## config.mk

```make
export PLATFORM = sky130hd
export DESIGN_NAME = lcd_cmd_core
export DESIGN_NICKNAME = d
export VERILOG_FILES = /design/src/rtl/lcd_cmd_pkg.sv /design/src/rtl/lcd_busy_timer.sv /design/src/rtl/lcd_byte_ram.sv /design/src/rtl/lcd_cmd_core.sv
export SDC_FILE = /design/constraint.sdc
export NUM_CORES = 2
export LEC_CHECK = 0
export BUFFER_PORTS_ARGS = -buffer_cell sky130_fd_sc_hd__buf_4
export CAP_MARGIN = 10
export CELL_PAD_IN_SITES_DETAIL_PLACEMENT = 0
export CELL_PAD_IN_SITES_GLOBAL_PLACEMENT = 1
export CORE_ASPECT_RATIO = 0.8
export CORE_UTILIZATION = 45
export DETAILED_ROUTE_END_ITERATION = 10
export PLACE_DENSITY_LB_ADDON = 0.08
export SLEW_MARGIN = 5
export SYNTH_ARGS = -nofsm -noshare
export SYNTH_HDL_FRONTEND = slang
export SYNTH_SLANG_ARGS = --single-unit
```

## constraint.sdc

```tcl
create_clock -name clk -period 8.9 [get_ports clk]
set_clock_uncertainty 0.05 [all_clocks]
set_input_delay 1.78 -clock clk [delete_from_list [all_inputs] [get_ports clk]]
set_output_delay 1.78 -clock clk [all_outputs]
set_load 0.02 [all_outputs]
```

## src/rtl/lcd_cmd_pkg.sv

```systemverilog
package lcd_cmd_pkg;

  localparam int DD_AW = 7;
  localparam int CG_AW = 6;
  localparam logic [7:0] BLANK_CODE = 8'h20;
  localparam logic [7:0] STALE_BYTE = 8'hFF;

  typedef enum logic [3:0] {
    OP_NOP, OP_CLEAR, OP_HOME, OP_ENTRY, OP_FLAGS,
    OP_SHIFT, OP_MODE, OP_CGADDR, OP_DDADDR
  } op_e;

  // highest set bit selects the command
  function automatic op_e op_decode(input logic [7:0] b);
    if (b[7])      return OP_DDADDR;
    else if (b[6]) return OP_CGADDR;
    else if (b[5]) return OP_MODE;
    else if (b[4]) return OP_SHIFT;
    else if (b[3]) return OP_FLAGS;
    else if (b[2]) return OP_ENTRY;
    else if (b[1]) return OP_HOME;
    else if (b[0]) return OP_CLEAR;
    else           return OP_NOP;
  endfunction

  // address counter step under the line layout
  function automatic logic [6:0] ac_next(input logic [6:0] ac, input logic up,
                                         input logic cg, input logic two);
    logic [5:0] g;
    if (cg) begin
      g = up ? ac[5:0] + 6'd1 : ac[5:0] - 6'd1;
      return {1'b0, g};
    end
    if (two) begin
      if (up) begin
        if (ac == 7'h27) return 7'h40;
        if (ac == 7'h67) return 7'h00;
        return ac + 7'd1;
      end
      if (ac == 7'h40) return 7'h27;
      if (ac == 7'h00) return 7'h67;
      return ac - 7'd1;
    end
    if (up) return (ac == 7'h4F) ? 7'h00 : ac + 7'd1;
    return (ac == 7'h00) ? 7'h4F : ac - 7'd1;
  endfunction

  // window offset step, left moves up
  function automatic logic [6:0] ofs_next(input logic [6:0] ofs, input logic left,
                                          input logic two);
    logic [6:0] last;
    last = two ? 7'd39 : 7'd79;
    if (left) return (ofs >= last) ? 7'd0 : ofs + 7'd1;
    return (ofs == 7'd0) ? last : ofs - 7'd1;
  endfunction

endpackage

```

## src/rtl/lcd_busy_timer.sv

```systemverilog
module lcd_busy_timer #(
  parameter int CW = 8
) (
  input  logic          clk,
  input  logic          rst_n,
  input  logic          load,
  input  logic [CW-1:0] load_val,
  output logic          busy
);
  logic [CW-1:0] remain;

  always_ff @(posedge clk) begin
    if (!rst_n)             remain <= '0;
    else if (load)          remain <= load_val;
    else if (remain != '0)  remain <= remain - 1'b1;
  end

  assign busy = (remain != '0);
endmodule

```

## src/rtl/lcd_byte_ram.sv

```systemverilog
module lcd_byte_ram #(
  parameter int         AW   = 6,
  parameter logic [7:0] FILL = 8'h00
) (
  input  logic          clk,
  input  logic          we,
  input  logic          clr,
  input  logic [AW-1:0] addr,
  input  logic [7:0]    wdata,
  output logic [7:0]    rdata
);
  localparam int DEPTH = 1 << AW;
  logic [7:0] mem [DEPTH];

  always_ff @(posedge clk) begin
    if (clr) begin
      for (int i = 0; i < DEPTH; i++) mem[i] <= FILL;
    end else if (we) begin
      mem[addr] <= wdata;
    end
  end

  assign rdata = mem[addr];
endmodule

```

## src/rtl/lcd_cmd_core.sv

```systemverilog
module lcd_cmd_core
  import lcd_cmd_pkg::*;
#(
  parameter int T_SHORT   = 100,
  parameter int T_LONG    = 410,
  parameter int BLINK_CYC = 100000
) (
  input  logic       clk,
  input  logic       rst_n,
  input  logic       bus_valid,
  input  logic       bus_rs,
  input  logic       bus_rw,
  input  logic [7:0] bus_wdata,
  output logic [7:0] bus_rdata,
  output logic       busy,
  output logic       ins_drop,
  output logic [6:0] cursor_addr,
  output logic [6:0] shift_ofs,
  output logic       disp_on,
  output logic       cursor_on,
  output logic       blink_on,
  output logic       blink_phase
);
  localparam int TW = $clog2(T_LONG + T_SHORT + 1);
  localparam int BW = $clog2(BLINK_CYC + 1);

  logic inc_mode, win_shift, two_line, sel_cg, stale;
  logic [BW-1:0] blink_cnt;
  logic [7:0] dd_q, cg_q, rd_byte;

  // named events for the checker
  logic ev_status, ev_ir_wr, ev_dr_wr, ev_dr_rd, ev_drop, ev_home, ev_clear, ev_load;
  op_e  op;

  assign op        = op_decode(bus_wdata);
  assign ev_status = bus_valid && !bus_rs && bus_rw;
  assign ev_ir_wr  = bus_valid && !bus_rs && !bus_rw && !busy;
  assign ev_dr_wr  = bus_valid && bus_rs && !bus_rw && !busy;
  assign ev_dr_rd  = bus_valid && bus_rs && bus_rw && !busy;
  assign ev_drop   = bus_valid && busy && !ev_status;
  assign ev_clear  = ev_ir_wr && (op == OP_CLEAR);
  assign ev_home   = ev_ir_wr && (op == OP_HOME);
  assign ev_load   = (ev_ir_wr && op != OP_NOP) || ev_dr_wr || ev_dr_rd;

  lcd_busy_timer #(.CW(TW)) timer_i (
    .clk(clk), .rst_n(rst_n), .load(ev_load),
    .load_val((ev_clear || ev_home) ? TW'(T_LONG) : TW'(T_SHORT)),
    .busy(busy)
  );

  lcd_byte_ram #(.AW(DD_AW), .FILL(BLANK_CODE)) dd_i (
    .clk(clk), .we(ev_dr_wr && !sel_cg), .clr(ev_clear),
    .addr(cursor_addr), .wdata(bus_wdata), .rdata(dd_q)
  );

  lcd_byte_ram #(.AW(CG_AW), .FILL(8'h00)) cg_i (
    .clk(clk), .we(ev_dr_wr && sel_cg), .clr(1'b0),
    .addr(cursor_addr[CG_AW-1:0]), .wdata(bus_wdata), .rdata(cg_q)
  );

  assign rd_byte = sel_cg ? cg_q : dd_q;

  always_ff @(posedge clk) begin
    if (!rst_n) begin
      cursor_addr <= '0; shift_ofs <= '0;
      inc_mode <= 1'b1;  win_shift <= 1'b0; two_line <= 1'b0;
      sel_cg <= 1'b0;    stale <= 1'b1;
      disp_on <= 1'b0;   cursor_on <= 1'b0; blink_on <= 1'b0;
      bus_rdata <= '0;   ins_drop <= 1'b0;
    end else begin
      ins_drop <= ev_drop;
      if (ev_status) bus_rdata <= {busy, cursor_addr};
      if (ev_ir_wr) begin
        unique case (op)
          OP_CLEAR: begin
            cursor_addr <= '0; shift_ofs <= '0; inc_mode <= 1'b1;
            sel_cg <= 1'b0; stale <= 1'b1;
          end
          OP_HOME: begin
            cursor_addr <= '0; shift_ofs <= '0; sel_cg <= 1'b0; stale <= 1'b1;
          end
          OP_ENTRY: begin inc_mode <= bus_wdata[1]; win_shift <= bus_wdata[0]; end
          OP_FLAGS: begin
            disp_on <= bus_wdata[2]; cursor_on <= bus_wdata[1]; blink_on <= bus_wdata[0];
          end
          OP_SHIFT: begin
            if (bus_wdata[3]) shift_ofs <= ofs_next(shift_ofs, !bus_wdata[2], two_line);
            else begin
              cursor_addr <= ac_next(cursor_addr, bus_wdata[2], sel_cg, two_line);
              stale <= 1'b0;
            end
          end
          OP_MODE:   two_line <= bus_wdata[3];
          OP_CGADDR: begin cursor_addr <= {1'b0, bus_wdata[5:0]}; sel_cg <= 1'b1; stale <= 1'b1; end
          OP_DDADDR: begin cursor_addr <= bus_wdata[6:0]; sel_cg <= 1'b0; stale <= 1'b1; end
          default: ;
        endcase
      end
      if (ev_dr_wr) begin
        cursor_addr <= ac_next(cursor_addr, inc_mode, sel_cg, two_line);
        if (win_shift && !sel_cg) shift_ofs <= ofs_next(shift_ofs, inc_mode, two_line);
        stale <= 1'b1;
      end
      if (ev_dr_rd) begin
        if (stale) begin
          bus_rdata <= STALE_BYTE;
          stale <= 1'b0;
        end else begin
          bus_rdata <= rd_byte;
          cursor_addr <= ac_next(cursor_addr, inc_mode, sel_cg, two_line);
        end
      end
    end
  end

  always_ff @(posedge clk) begin
    if (!rst_n || !blink_on) begin
      blink_cnt <= '0; blink_phase <= 1'b0;
    end else if (blink_cnt == BW'(BLINK_CYC - 1)) begin
      blink_cnt <= '0; blink_phase <= !blink_phase;
    end else begin
      blink_cnt <= blink_cnt + 1'b1;
    end
  end
endmodule

```

==> metrics.csv <==
metric,value,unit
reg2reg end,bus_rdata[6]$_SDFFE_PN0P_,
Iter 0 DRT Violations,6697,
CTS Buf Count,164,
synth-to-layout area growth,10.1,%
Worst Path Arrival,5.49,ns
clock group share of total power,38.5,%
# nets final,5395,
IO Port Bufs,40,
TritonRoute pass-1 iters,5,
finished layout cell area,79300,µm²
global route overflow,0,
Hold Crit Start,blink_cnt[0]$_SDFF_PP0_,
Mean Syn Cell Area,13.0,µm²
startpoint type of the worst setup path,primary input,
Die ar.,162000,µm²
critical-path maximum fanout,80,
Rel. slew slack,16.9,%
Post-synth ARST share,0,%
Slew Limit Fails,0,
Cells after DPL,7313,
leakage dissipation,23.3,nW
post-synth top area share,64.0,%
"Seq/Total Area, Yosys",65.6,%
Overall Global Routing Usage,31.3,%
Max clock buf depth,3,
P_int,12.7,mW
CTS sink count,1594,
Clock Latency Late Sink,0.84,ns
kind of end point of the critical path,flip-flop,
worst hold path depth,1,
Sw Ratio,28.9,%
Worst R2R Start,cursor_addr[2]$_SDFF_PN0_,
Routed wire per std cell,33.7,µm
Initial Utilization,45.6,%
global placer's final weighted congestion,0.889,
DRC,0,
Period minus WS final,5.11,ns
final setup TNS,0,ns
worst vdd ir,207,µV
via/cell ratio,6.38,
Placed Area,74000,µm²
post-synthesis cell count,5548,
sw power,5.18,mW
setup repair bufs after CTS,0,
largest net degree at the start of global routing,133,
Final Power,17.9,mW
FF-to-FF setup slack,3.81,ns
Die Y,360,µm
CTS H-tree lvls,4,
Area contributors post-synth,"edfxtp_1 64%, and2_1 5.9%, mux2i_1 2.9%",
CTS Root Cell,clkbuf_16,
Synth Cell Area,72000,µm²
dpl hpwl,158,mm
Synth area leader,edfxtp_1,
power share of the sequential group,46.1,%
CORE AREA,158000,µm²
final WL,257,mm
post-synth cell types,85,
TritonCTS clock tree,yes,
row cnt,130,
Tcrit/Tclk final,57.4,%
number of synthesis warnings,0,
Worst-Margin Slew,1.23,ns
antenna violations before repair,11,
data required time of the worst path,9.28,ns
number of global-route vias before repair,45637,
Comb power frac,15.4,%
Die X,449,µm
critical path class,in -> reg,
pwr dens,226,nW/µm²
status,finished clean,
Vias,48604,
hold endpoint,blink_cnt[0]$_SDFF_PP0_,
clock-pin slew on the worst setup and hold paths,0.06,ns
antenna-violating nets left,0,
Synth Net Count,5571,
Post-synth EDFFs,1536,
unrepaired setup endpoints after global routing,no,
Final Hold Vio Count,0,
Finished Layout Cells,7624,
Max Cap Violations,0,
share of post-route cells with drive strength above 1,11.3,%
Final setup viols,0,
#FFs+latches synth,1594,
# resized after CTS,0,
Min-Delay Path Class,reg -> reg,
global-route wire length before repair,360,mm
Worst R2R Path Depth,10,
IO Pins,41,
CTS Hold Bufs,0,
top_reg_cell synth,edfxtp_1,
Fmax,196,MHz
[worst max-delay path, cell delays in order]
cell and delay (ns):
buf_4 0.40, inv_6 0.38, a21oi_1 0.27, o21bai_1 0.10, nor2b_1 0.19, nor4_2 0.47, nand2_4 0.54, buf_12 0.48
o21ai_0 0.54
[through the flow]
stage          utilization [%]  setup slack [ns]  hold WS [ns]
6_report                  50.2              3.79         0.397
5_1_grt                   50.2              3.71         0.436
4_1_cts                   50.2              3.95         0.402
3_5_place_dp              46.9              3.09         0.391
3_3_place_gp              46.9              3.10         0.378
2_1_floorplan                -              4.91         0.363
[how the worst max path moves through the flow]
stage                            start  depth (start not counted)                             end
final                     bus_wdata[2]                          9   dd_i.mem[49][4]$_SDFFCE_PN0P_
after global routing      bus_wdata[2]                          9   dd_i.mem[48][3]$_SDFFCE_PN0P_
after detailed placement  bus_wdata[2]                          9  dd_i.mem[125][1]$_SDFFCE_PN0P_
after global placement    bus_wdata[2]                          9  dd_i.mem[117][0]$_SDFFCE_PN0P_
after floorplan                 bus_rw                          7   dd_i.mem[28][0]$_SDFFCE_PN0P_
after CTS                 bus_wdata[2]                          9  dd_i.mem[115][0]$_SDFFCE_PN0P_
[kinds of logic after synthesis]
kind of cell,count (synthesis),synth area share [%]
AOI/OAI and AO/OA,1112,10.4
xor gates and xnor gates,40,0.486
adders and majority gates,10,0.174
buffers and inverters,518,3.08
DFF,1594,65.6
muxes,393,6.36
and+or+nand+nor,1881,13.9
[final cells by class]
class,instances,area [µm²]
well taps,2112,2640
clock inverters,104,998
flip-flops and latches,1594,47300
repair buffers,154,1350
inverters,22,92.6
fillers,13589,78600
clock buffers,195,4280
diodes,7,17.5
multi-input cells,3436,22700
[per-layer routing]
layer | routed length [µm] | vias to the layer above | global-route usage [%]
met2 | 109000 | 2792 | 44.7
met5 | 79 | - | 0
met4 | 5440 | 8 | 7.09
met1 | 113000 | 24810 | 48.0
met3 | 29500 | 322 | 7.58
li1 | - | 20672 | -
[registers in the layout, indices dropped and copies added (netlist names), 7 cells and up]
| register | cells |
|---|---|
| bus_rdata | 8 |
| blink_cnt | 17 |
| dd_i.mem | 1024 |
| cursor_addr | 7 |
| timer_i.remain | 9 |
| cg_i.mem | 512 |
| shift_ofs | 7 |
[cells in the final DEF, fill, tap and decap left out, drive strengths merged, types with 15 or more instances in the layout]
cell        n
edfxtp   1536
and2      680
nor2      362
o21ai     316
nand2     288
mux2i     211
a21oi     207
clkbuf    196
a221oi    170
nor3      153
buf       153
mux2      145
or3       138
and3      122
a22oi     101
clkinv     84
nand3      58
dfxtp      58
a221o      49
o211ai     46
a31oi      37
mux4       37
a211oi     27
inv        23
xnor2      20
xor2       20
o22ai      20
nand4      18
o2bb2ai    15
a22o       15
[Yosys cell counts (8+ instances only)]
| master | n |
|---|---|
| dfxtp_1 | 58 |
| o2bb2ai_1 | 15 |
| o211ai_1 | 46 |
| a22o_1 | 15 |
| a31oi_1 | 37 |
| nor2_1 | 362 |
| and2_1 | 679 |
| xor2_1 | 20 |
| buf_1 | 28 |
| o22ai_1 | 20 |
| a221o_1 | 49 |
| clkbuf_1 | 322 |
| mux4_2 | 37 |
| buf_4 | 27 |
| a21oi_1 | 207 |
| edfxtp_1 | 1536 |
| o221ai_1 | 14 |
| nand2b_1 | 8 |
| a211oi_1 | 27 |
| nand3_1 | 56 |
| nor3_1 | 151 |
| mux2i_1 | 211 |
| o21ai_0 | 315 |
| a22oi_1 | 101 |
| inv_1 | 19 |
| nand4_1 | 18 |
| mux2_2 | 145 |
| ha_1 | 10 |
| a222oi_1 | 9 |
| and3_1 | 119 |
| nor2b_1 | 11 |
| xnor2_1 | 20 |
| a2111oi_0 | 8 |
| a221oi_1 | 170 |
| buf_2 | 115 |
| nand2_1 | 288 |
| o31ai_1 | 11 |
| or3_1 | 137 |
| nand3b_1 | 9 |
[power groups by stage]
stage / registers (mW) / logic [mW] / clock network, mW
after detailed placement: 8.41 / 2.67 / 0
after global placement: 8.41 / 2.67 / 0
after floorplan: 8.36 / 1.46 / 0
after CTS: 8.25 / 2.68 / 6.92
final: 8.26 / 2.75 / 6.88
after global routing: 8.25 / 2.83 / 7.22
No activity file was read; power rests on OpenSTA's default activity.
